===== src/rtl/vpw_pkg.sv =====
package vpw_pkg;
  typedef enum logic [1:0] {
    CLS_PRESTART = 2'd0,
    CLS_ACTIVE   = 2'd1,
    CLS_KEEP     = 2'd2,
    CLS_AGNOSTIC = 2'd3
  } elem_cls_e;

  localparam logic [1:0] POL_BAD = 2'b01;
endpackage


===== src/rtl/vpw_rst_sync.sv =====
module vpw_rst_sync (
  input  logic clk,
  input  logic rst_n,
  output logic rst_sync_n
);
  logic [1:0] stage_q;

  always_ff @(posedge clk or negedge rst_n) begin
    if (!rst_n) stage_q <= 2'b00;
    else        stage_q <= {stage_q[0], 1'b1};
  end

  assign rst_sync_n = stage_q[1];
endmodule


===== src/rtl/vpw_cfg.sv =====
module vpw_cfg
  import vpw_pkg::*;
(
  input  logic       clk,
  input  logic       rst_n,
  input  logic       wr_en,
  input  logic [1:0] wr_pol,
  output logic [1:0] pol_q,
  output logic       ill_q
);
  logic [1:0] pol_d;
  logic       ill_d;

  always_comb begin
    pol_d = pol_q;
    ill_d = ill_q;
    if (wr_en) begin
      pol_d = wr_pol;
      ill_d = (wr_pol == POL_BAD);
    end
  end

  always_ff @(posedge clk or negedge rst_n) begin
    if (!rst_n) begin
      pol_q <= 2'b00;
      ill_q <= 1'b0;
    end else if (wr_en) begin
      pol_q <= pol_d;
      ill_q <= ill_d;
    end
  end
endmodule


===== src/rtl/vpw_classify.sv =====
module vpw_classify
  import vpw_pkg::*;
#(
  parameter int NBYTE = 16,
  localparam int IDXW = $clog2(NBYTE),
  localparam int VLW  = IDXW + 1
) (
  input  logic [1:0]       sew,
  input  logic [VLW-1:0]   vl,
  input  logic [VLW-1:0]   vstart,
  input  logic             mask_en,
  input  logic [NBYTE-1:0] mask,
  input  logic [1:0]       pol,
  output elem_cls_e        cls [NBYTE]
);
  for (genvar b = 0; b < NBYTE; b++) begin : g_lane
    logic [IDXW-1:0] idx;
    logic [VLW-1:0]  idx_ext;

    assign idx     = IDXW'(b >> sew);
    assign idx_ext = {1'b0, idx};

    always_comb begin
      if (idx_ext < vstart)                 cls[b] = CLS_PRESTART;
      else if (idx_ext >= vl)               cls[b] = pol[1] ? CLS_AGNOSTIC : CLS_KEEP;
      else if (mask_en && !mask[idx])       cls[b] = pol[0] ? CLS_AGNOSTIC : CLS_KEEP;
      else                                  cls[b] = CLS_ACTIVE;
    end
  end
endmodule


===== src/rtl/vpw_merge.sv =====
module vpw_merge
  import vpw_pkg::*;
#(
  parameter int NBYTE = 16
) (
  input  elem_cls_e          cls [NBYTE],
  input  logic               fill_ones,
  input  logic               refuse,
  input  logic [NBYTE*8-1:0] old_vd,
  input  logic [NBYTE*8-1:0] new_vd,
  output logic [NBYTE*8-1:0] out_vd,
  output logic [NBYTE-1:0]   byte_we
);
  for (genvar b = 0; b < NBYTE; b++) begin : g_byte
    always_comb begin
      out_vd[b*8 +: 8] = old_vd[b*8 +: 8];
      byte_we[b]       = 1'b0;
      if (!refuse) begin
        unique case (cls[b])
          CLS_ACTIVE: begin
            out_vd[b*8 +: 8] = new_vd[b*8 +: 8];
            byte_we[b]       = 1'b1;
          end
          CLS_AGNOSTIC: begin
            if (fill_ones) begin
              out_vd[b*8 +: 8] = 8'hFF;
              byte_we[b]       = 1'b1;
            end
          end
          default: ;
        endcase
      end
    end
  end
endmodule


===== src/rtl/vec_policy_wb.sv =====
module vec_policy_wb
  import vpw_pkg::*;
#(
  parameter  int VLEN  = 128,
  localparam int NBYTE = VLEN / 8,
  localparam int IDXW  = $clog2(NBYTE),
  localparam int VLW   = IDXW + 1
) (
  input  logic             clk,
  input  logic             rst_n,
  input  logic             cfg_we,
  input  logic [1:0]       cfg_wpol,
  output logic [1:0]       cfg_policy,
  output logic             cfg_illegal,
  input  logic             op_valid,
  input  logic [1:0]       op_sew,
  input  logic [VLW-1:0]   op_vl,
  input  logic [VLW-1:0]   op_vstart,
  input  logic             op_mask_en,
  input  logic [NBYTE-1:0] op_mask,
  input  logic             op_fill_ones,
  input  logic [VLEN-1:0]  op_old,
  input  logic [VLEN-1:0]  op_new,
  output logic             res_valid,
  output logic [VLEN-1:0]  res_vd,
  output logic [NBYTE-1:0] res_elem_we,
  output logic             res_illegal
);
  logic             rst_sync_n;
  elem_cls_e        cls [NBYTE];
  logic [VLEN-1:0]  merged;
  logic [NBYTE-1:0] byte_we;
  logic [NBYTE-1:0] elem_we_d;
  logic             valid_d;
  logic             illegal_d;
  logic [VLEN-1:0]  vd_d;
  logic [NBYTE-1:0] we_d;

  vpw_rst_sync u_rst (
    .clk        (clk),
    .rst_n      (rst_n),
    .rst_sync_n (rst_sync_n)
  );

  vpw_cfg u_cfg (
    .clk    (clk),
    .rst_n  (rst_sync_n),
    .wr_en  (cfg_we),
    .wr_pol (cfg_wpol),
    .pol_q  (cfg_policy),
    .ill_q  (cfg_illegal)
  );

  vpw_classify #(.NBYTE(NBYTE)) u_cls (
    .sew     (op_sew),
    .vl      (op_vl),
    .vstart  (op_vstart),
    .mask_en (op_mask_en),
    .mask    (op_mask),
    .pol     (cfg_policy),
    .cls     (cls)
  );

  vpw_merge #(.NBYTE(NBYTE)) u_mrg (
    .cls       (cls),
    .fill_ones (op_fill_ones),
    .refuse    (cfg_illegal),
    .old_vd    (op_old),
    .new_vd    (op_new),
    .out_vd    (merged),
    .byte_we   (byte_we)
  );

  // Element enable taken from the lowest byte of each element.
  always_comb begin
    elem_we_d = '0;
    for (int i = 0; i < NBYTE; i++) begin
      if (i < (NBYTE >> op_sew)) elem_we_d[i] = byte_we[IDXW'(i << op_sew)];
    end
  end

  always_comb begin
    valid_d   = op_valid;
    illegal_d = op_valid & cfg_illegal;
    we_d      = op_valid ? elem_we_d : '0;
    vd_d      = op_valid ? merged : res_vd;
  end

  always_ff @(posedge clk or negedge rst_sync_n) begin
    if (!rst_sync_n) begin
      res_valid   <= 1'b0;
      res_illegal <= 1'b0;
      res_elem_we <= '0;
    end else begin
      res_valid   <= valid_d;
      res_illegal <= illegal_d;
      res_elem_we <= we_d;
    end
  end

  always_ff @(posedge clk or negedge rst_sync_n) begin
    if (!rst_sync_n)   res_vd <= '0;
    else if (op_valid) res_vd <= vd_d;
  end
endmodule


===== config.mk =====
export PLATFORM = sky130hd
export DESIGN_NAME = vec_policy_wb
export DESIGN_NICKNAME = d
export VERILOG_FILES = /design/src/rtl/vpw_pkg.sv /design/src/rtl/vpw_rst_sync.sv /design/src/rtl/vpw_cfg.sv /design/src/rtl/vpw_classify.sv /design/src/rtl/vpw_merge.sv /design/src/rtl/vec_policy_wb.sv
export SDC_FILE = /design/constraint.sdc
export NUM_CORES = 1
export LEC_CHECK = 0
export BUFFER_PORTS_ARGS = -buffer_cell sky130_fd_sc_hd__buf_2
export CORE_ASPECT_RATIO = 0.5
export CORE_MARGIN = 8
export CORE_UTILIZATION = 54
export CTS_CLUSTER_SIZE = 14
export DETAILED_ROUTE_END_ITERATION = 7
export GPL_ROUTABILITY_DRIVEN = 1
export PLACE_DENSITY = 0.95
export SLEW_MARGIN = 25
export SYNTH_ARGS = -nofsm -noshare
export SYNTH_HDL_FRONTEND = slang
export SYNTH_HIERARCHICAL = 1
export SYNTH_SLANG_ARGS = --single-unit

===== constraint.sdc =====
create_clock -name clk -period 13.6 [get_ports clk]
set_clock_uncertainty 0.05 [all_clocks]
set_input_delay 0.68 -clock clk [delete_from_list [all_inputs] [get_ports clk]]
set_output_delay 0.68 -clock clk [all_outputs]
set_load 0.005 [all_outputs]

## After elaboration in Yosys (flattened, before gate mapping)

Index checks and enable logic that the tools add are counted.

| word-level totals | value |
|---|---|
| flip-flop bits (word level) | 151 |
| input port bits | 292 |
| output and inout bits | 149 |
| logic and storage cells | 414 |

| cells by class | value |
|---|---|
| $lt $le $gt $ge | 80 |
| eq/ne operators | 33 |
| shift operators | 33 |
| muxes and demuxes | 228 |
| bitwise gates (word level) | 1 |
| reduce and logical (&&, ||, !) cells | 32 |

Operators with widths:

| operator | count |
|---|---|
| less-than comparator 5 x 32 -> 1 bit (first input constant) | 8 |
| 2-to-1 mux 8 bit | 32 |
| case mux 8 bit (2 select lines) | 16 |
| binary-select mux 1 bit (select 4 bit) | 32 |
| less-than comparator 4 x 32 -> 1 bit (first input constant) | 4 |
| less-than comparator 4 x 6 -> 1 bit (second input constant) | 16 |
| 2-to-1 mux 2 bit | 48 |
| 2-to-1 mux 1 bit | 83 |
| greater-or-equal comparator 4 x 5 -> 1 bit | 16 |
| less-than comparator 4 x 5 -> 1 bit | 16 |
| less-than comparator 4 x 5 -> 1 bit (second input constant) | 16 |
| less-than comparator 3 x 32 -> 1 bit (first input constant) | 2 |
| equality test 2 x 1 -> 1 bit (second input constant) | 17 |
| equality test 2 bit (second input constant) | 16 |
| less-than comparator 1 x 32 -> 1 bit (first input constant) | 1 |
| less-than comparator 2 x 32 -> 1 bit (first input constant) | 1 |
| case mux 1 bit (2 select lines) | 16 |
| left shift 4 x 2 -> 4 bit (first input constant) | 8 |
| right shift 4 x 2 -> 4 bit (first input constant) | 8 |
| right shift 5 x 2 -> 32 bit (first input constant) | 1 |
| logical AND 1 bit | 16 |
| logical NOT 1 bit | 16 |
| 2-to-1 mux 16 bit | 1 |
| left shift 3 x 2 -> 4 bit (first input constant) | 4 |
| other kinds (6) | 13 |

## Depth between registers and ports, before layout

| depth | value |
|---|---|
| depth in word-level cells | 16 |
| depth in mapped cells | 18 |
| mapped depth without buffers | 16 |

## Cells and area by module

The synthesis kept the hierarchy.

Modules (own cells, without submodules):

| module | times used | cells an instance | area an instance (sq um) | sequential area each (sq um) |
|---|---|---|---|---|
| vec_policy_wb | 1 | 380 | 5980.7 | 3653.5 |
| vpw_classify | 1 | 406 | 3086.7 | 0.0 |
| vpw_merge | 1 | 196 | 1739.2 | 0.0 |
| vpw_cfg | 1 | 8 | 113.9 | 75.1 |
| vpw_rst_sync | 1 | 3 | 53.8 | 50.0 |

## Worst setup path after synthesis

No wires, ideal clock.

| timing path | value |
|---|---|
| path type | input to register |
| start point | in op_sew[1] |
| end point | reg res_elem_we[7] |
| setup time | 0.095 ns |
| arrival time | 4.087 ns |
| required time | 13.455 ns |
| path slack | 9.367 ns |
| stages | 18 |
| path through | buf_2 clkinv_1 ha_1 buf_6 nor2_2 inv_1 ha_1 a21oi_1 o31ai_1 a41oi_1 nor2b_1 a211oi_1 nor2b_1 nor3b_2 mux2_4 mux2i_1 mux2_2 o31ai_1 |

RTL lines:

| what | line | source |
|---|---|---|
| start, declared | vec_policy_wb.sv:16 | `input logic [1:0] op_sew,` |
| end signal, assigned | vec_policy_wb.sv:97 | `res_elem_we <= we_d;` |
| end, declared | vec_policy_wb.sv:26 | `output logic [NBYTE-1:0] res_elem_we,` |

==> results.rst <==
.. list-table::
   :header-rows: 1

   * - Metric
     - Value
   * - Result of the run
     - completed
   * - Crit start category
     - primary input
   * - Number of synthesized register bits
     - 151
   * - Worst slew margin relative to its limit
     - 28.5%
   * - Horizontal die dimension
     - 218 um
   * - Critical path data required time
     - 13870 ps
   * - Detailed-placement wirelength estimate
     - 34800 um
   * - Clock-pin slew on the worst setup and hold paths
     - 70 ps
   * - Initial Utilization
     - 54.2%
   * - Number of flops mapped to enable cells by yosys
     - 0
   * - Worst min-delay path category
     - reg -> async
   * - Filler cell count
     - 1567
   * - Cell accounting for the most synthesized area
     - sky130_fd_sc_hd__dfrtp_1
   * - Row count
     - 37
   * - Cell area after technology mapping
     - 11000 sq um
   * - Highest fanout seen on the critical path
     - 38
   * - Root cell of the clock tree
     - sky130_fd_sc_hd__clkbuf_16
   * - Combined area of the multi-input logic cells
     - 6680 sq um
   * - Max H-tree Level
     - 4
   * - Total global routing track utilization
     - 33.3%
   * - Routed wire length per instance
     - 26.4 um
   * - Layout overhead on the synthesized area
     - 25.8%
   * - Post-synth cell types
     - 68
   * - Count of endpoints failing hold in the final timing report
     - 0
   * - Share of total power in the clock network
     - 33.0%
   * - Final setup violating endpoints
     - 0
   * - Number of routed nets with antenna violations
     - 0
   * - CTS tree
     - yes
   * - Setup Buffers After CTS
     - 0
   * - Design internal power
     - 0.000978 W
   * - Top cell by count, worst path
     - sky130_fd_sc_hd__nor2_1
   * - Final Wtd Congestion
     - 1.01
   * - Skew-Pair Late Insertion Delay
     - 420 ps
   * - Data arrival time of the worst path
     - 5840 ps
   * - Port bufs
     - 440
   * - Switching part of the total power
     - 31.1%
   * - Fraction of final layout cells with drive strength greater than 1
     - 48.5%
   * - Synth top area cells
     - sky130_fd_sc_hd__dfrtp_1, sky130_fd_sc_hd__mux2_2, sky130_fd_sc_hd__o22a_1
   * - Max-cap viol count
     - 0
   * - Asr flop ratio synth
     - 100%
   * - Syn nets
     - 1327
   * - Worst voltage drop across the vdd grid
     - 0.0847 mV
   * - Dpl cell area
     - 13200 sq um
   * - Total clock sinks
     - 151
   * - Setup TNS after final layout
     - 0 ps
   * - Cell with the biggest individual delay on the critical path
     - sky130_fd_sc_hd__ha_1
   * - Height of the die
     - 117 um
   * - Wire length of the first global-routing pass
     - 64600 um
   * - Clock Path Buffers
     - 2
   * - Worst path cell trace
     - buf_2 > buf_4 > clkinv_1 > ha_1 > mux4_2 > nor2_1 > o311ai_1 > nor2_1 > a211oi_1 > nor3b_2 > mux2_4 > mux2i_1 > mux2_2 > o31ai_1
   * - Total wire length after detailed routing
     - 44200 um
   * - Endpoint class of the critical path
     - flop
   * - Psw
     - 0.000442 W
   * - Final Slew Violations
     - 0
   * - Total grt overflow
     - 0
   * - Detailed-routing iteration count for the pre-antenna-repair pass
     - 6
   * - Shortest period the worst path allows
     - 5560 ps
   * - Post-synthesis instance total
     - 993
   * - Synth top area share
     - 34.4%
   * - Layout Cell Area excl Fill
     - 13800 sq um
   * - Unrepaired setup endpoints after global routing
     - no
   * - Pin count of the biggest net entering global routing
     - 78
   * - Die area
     - 25400 sq um
   * - Ratio of final minimum period to clock period
     - 40.9%
   * - Combinational power share
     - 28.9%
   * - DRC violations left
     - 0
   * - I/O pins
     - 441
   * - Slew at the pin with the worst max-slew slack
     - 1060 ps
   * - Total core area
     - 20200 sq um
   * - Leak pwr
     - 6.19 nW
   * - Number of antenna violations at the first check in global routing
     - 6
   * - Vias in the first global route
     - 10500
   * - Highest clock rate
     - 180 MHz
   * - Prevailing post-synth register cell
     - sky130_fd_sc_hd__dfrtp_1
   * - Post-synthesis sequential area ratio
     - 34.4%
   * - Final nets
     - 1719
   * - Sequential cell area
     - 3780 sq um
   * - Crit Path Category
     - in -> reg
   * - Cell area power density
     - 103 nW/um^2
   * - Total CTS buffers
     - 17
   * - Via count
     - 10500
   * - Sequential power share
     - 38.1%
   * - Yosys synthesis warning count
     - 6
   * - Number of vias per cell after detailed routing
     - 6.27
   * - Number of DRC violations after detailed-routing iteration 0
     - 1155
   * - Average cell area after synthesis
     - 11.1 sq um
   * - Highest cell delay on the worst timing path
     - 1070 ps
## synth_stat cells (3+ instances only)
master / count
sky130_fd_sc_hd__dfrtp_1: 151
sky130_fd_sc_hd__mux2_2: 139
sky130_fd_sc_hd__o22a_1: 128
sky130_fd_sc_hd__ha_1: 42
sky130_fd_sc_hd__nor2_1: 41
sky130_fd_sc_hd__a21oi_1: 40
sky130_fd_sc_hd__nand2_1: 39
sky130_fd_sc_hd__buf_2: 35
sky130_fd_sc_hd__mux4_2: 29
sky130_fd_sc_hd__nor2b_1: 29
sky130_fd_sc_hd__clkbuf_1: 26
sky130_fd_sc_hd__inv_1: 26
sky130_fd_sc_hd__o21ai_0: 23
sky130_fd_sc_hd__mux2i_1: 19
sky130_fd_sc_hd__or3b_1: 17
sky130_fd_sc_hd__nand2b_1: 16
sky130_fd_sc_hd__nor3_1: 16
sky130_fd_sc_hd__a211oi_1: 13
sky130_fd_sc_hd__nand3_1: 11
sky130_fd_sc_hd__nor3b_4: 10
sky130_fd_sc_hd__buf_6: 8
sky130_fd_sc_hd__mux4_1: 8
sky130_fd_sc_hd__a31oi_1: 7
sky130_fd_sc_hd__o21a_1: 7
sky130_fd_sc_hd__and2_1: 6
sky130_fd_sc_hd__and3_1: 6
sky130_fd_sc_hd__nand4_1: 6
sky130_fd_sc_hd__nor3b_2: 6
sky130_fd_sc_hd__o311ai_0: 5
sky130_fd_sc_hd__buf_1: 4
sky130_fd_sc_hd__mux2_4: 4
sky130_fd_sc_hd__nor3b_1: 4
sky130_fd_sc_hd__or3_1: 4
sky130_fd_sc_hd__xnor2_1: 4
sky130_fd_sc_hd__a2111oi_0: 3
sky130_fd_sc_hd__a22oi_1: 3
sky130_fd_sc_hd__a311oi_1: 3
sky130_fd_sc_hd__a41oi_1: 3
sky130_fd_sc_hd__nand4b_1: 3
sky130_fd_sc_hd__nor4_1: 3
sky130_fd_sc_hd__o21ai_1: 3
sky130_fd_sc_hd__o31ai_1: 3
sky130_fd_sc_hd__or3b_2: 3
sky130_fd_sc_hd__xor2_1: 3
## critical path, delay by kind of cell
kind / cells / cell delay, ps
compound gates: 3 / 960
fa+ha+maj: 1 / 1070
buf+inv: 3 / 1150
mux: 4 / 1020
simple gates: 3 / 910
## placed cells by master, fill, tap and decap left out, drive strengths merged, types with 4 or more instances in the layout
cell type,instances
a211oi,13
nor2b,29
mux2,143
xnor2,4
buf,450
a21oi,40
o22a,128
clkbuf,20
and3,6
or3,4
a311oi,4
mux2i,19
nand2b,16
dfrtp,151
nand3,11
o311ai,7
nor3b,20
or3b,20
nor4,4
a31oi,7
nand4,6
nand2,39
and2,6
o21ai,26
nor3,17
o21a,7
ha,42
inv,28
mux4,37
clkinv,6
nor2,42
## power groups by stage
| stage | clock, W | combinational, W | sequential, W |
|---|---|---|---|
| finish | 0.000468 | 0.000411 | 0.000541 |
| CTS | 0.000473 | 0.000402 | 0.000543 |
| global placement | 0 | 0.000391 | 0.000547 |
| floorplan | 0 | 0.000213 | 0.000551 |
| global route | 0.000493 | 0.000438 | 0.000546 |
| detailed placement | 0 | 0.000399 | 0.000551 |
## what timing repair did
item,4_1_cts,5_1_grt
gates resized for setup,0,0
setup endpoints to repair,0,0
endpoints found under the hold margin,2,0
hold buffers,1,0
## logic make-up (layout without fill, tap and decap cells)
logic type	count (synthesis)	count (layout)	synth area share [%]
multiplexers	199	199	24.4
AO/OA/AOI/OAI	255	255	17.6
other	1	4	0.0342
AND/OR/NAND/NOR	232	232	13.4
adder cells (fa/ha/maj)	42	42	4.79
XOR/XNOR	7	7	0.559
flip-flops	151	151	34.4
buffers and inverters	106	510	4.77
## area by class of cell
class	count	area share (%)
multi-input cells	736	48.4
flip-flops and latches	151	27.4
repair buffers	451	16.8
clock buffers	20	3.24
well taps	273	2.47
clock inverters	11	0.897
inverters	28	0.761
diodes	3	0.0544
## routing by layer
metal / GRT usage, % / routed length (um) / vias up
met2: 54.6 / 21000 / 673
met3: 8.88 / 5150 / 78
met4: 9.73 / 999 / 4
met1: 43.5 / 17000 / 5120
li1: - / - / 4614
met5: 0 / 34 / -
## final timing paths
kind | from | endpoint | slack (ps) | depth (start not counted)
hold reg to reg | u_rst/stage_q[1]$_DFF_PN0_ | res_vd[117]$_DFFE_PN0P_ | 180 | 0
min in group clk | u_rst/stage_q[0]$_DFF_PN0_ | u_rst/stage_q[1]$_DFF_PN0_ | 310 | 0
hold / removal | u_rst/stage_q[1]$_DFF_PN0_ | res_vd[117]$_DFFE_PN0P_ | 180 | 0
setup / recovery | op_sew[1] | res_elem_we[7]$_DFF_PN0_ | 8040 | 14
max in group asynchronous | u_rst/stage_q[1]$_DFF_PN0_ | res_vd[11]$_DFFE_PN0P_ | 12310 | 1
setup reg to reg | u_cfg/pol_q[1]$_DFFE_PN0P_ | res_elem_we[7]$_DFF_PN0_ | 10710 | 9
## sequential cells by signal, summed over array words and instances (netlist names)
signal         cells
u_cfg/pol_q        2
res_illegal        1
u_rst/stage_q      2
res_elem_we       16
res_valid          1
u_cfg/ill_q        1
res_vd           128
## per-stage QoR
step | std cells | total power [W] | setup WS, ps | hold WS [ps] | utilization (%)
after detailed placement | 1637 | 0.000950 | 7810 | 304 | 65.1
final | 1673 | 0.00142 | 8040 | 182 | 68.2
after global routing | 1673 | 0.00148 | 7780 | 212 | 68.2
after floorplan | 993 | 0.000764 | 9030 | 281 | -
after global placement | 1637 | 0.000938 | 7980 | 282 | 65.1
after CTS | 1669 | 0.00142 | 8220 | 311 | 68.0
No activity file was read; power rests on OpenSTA's default activity.
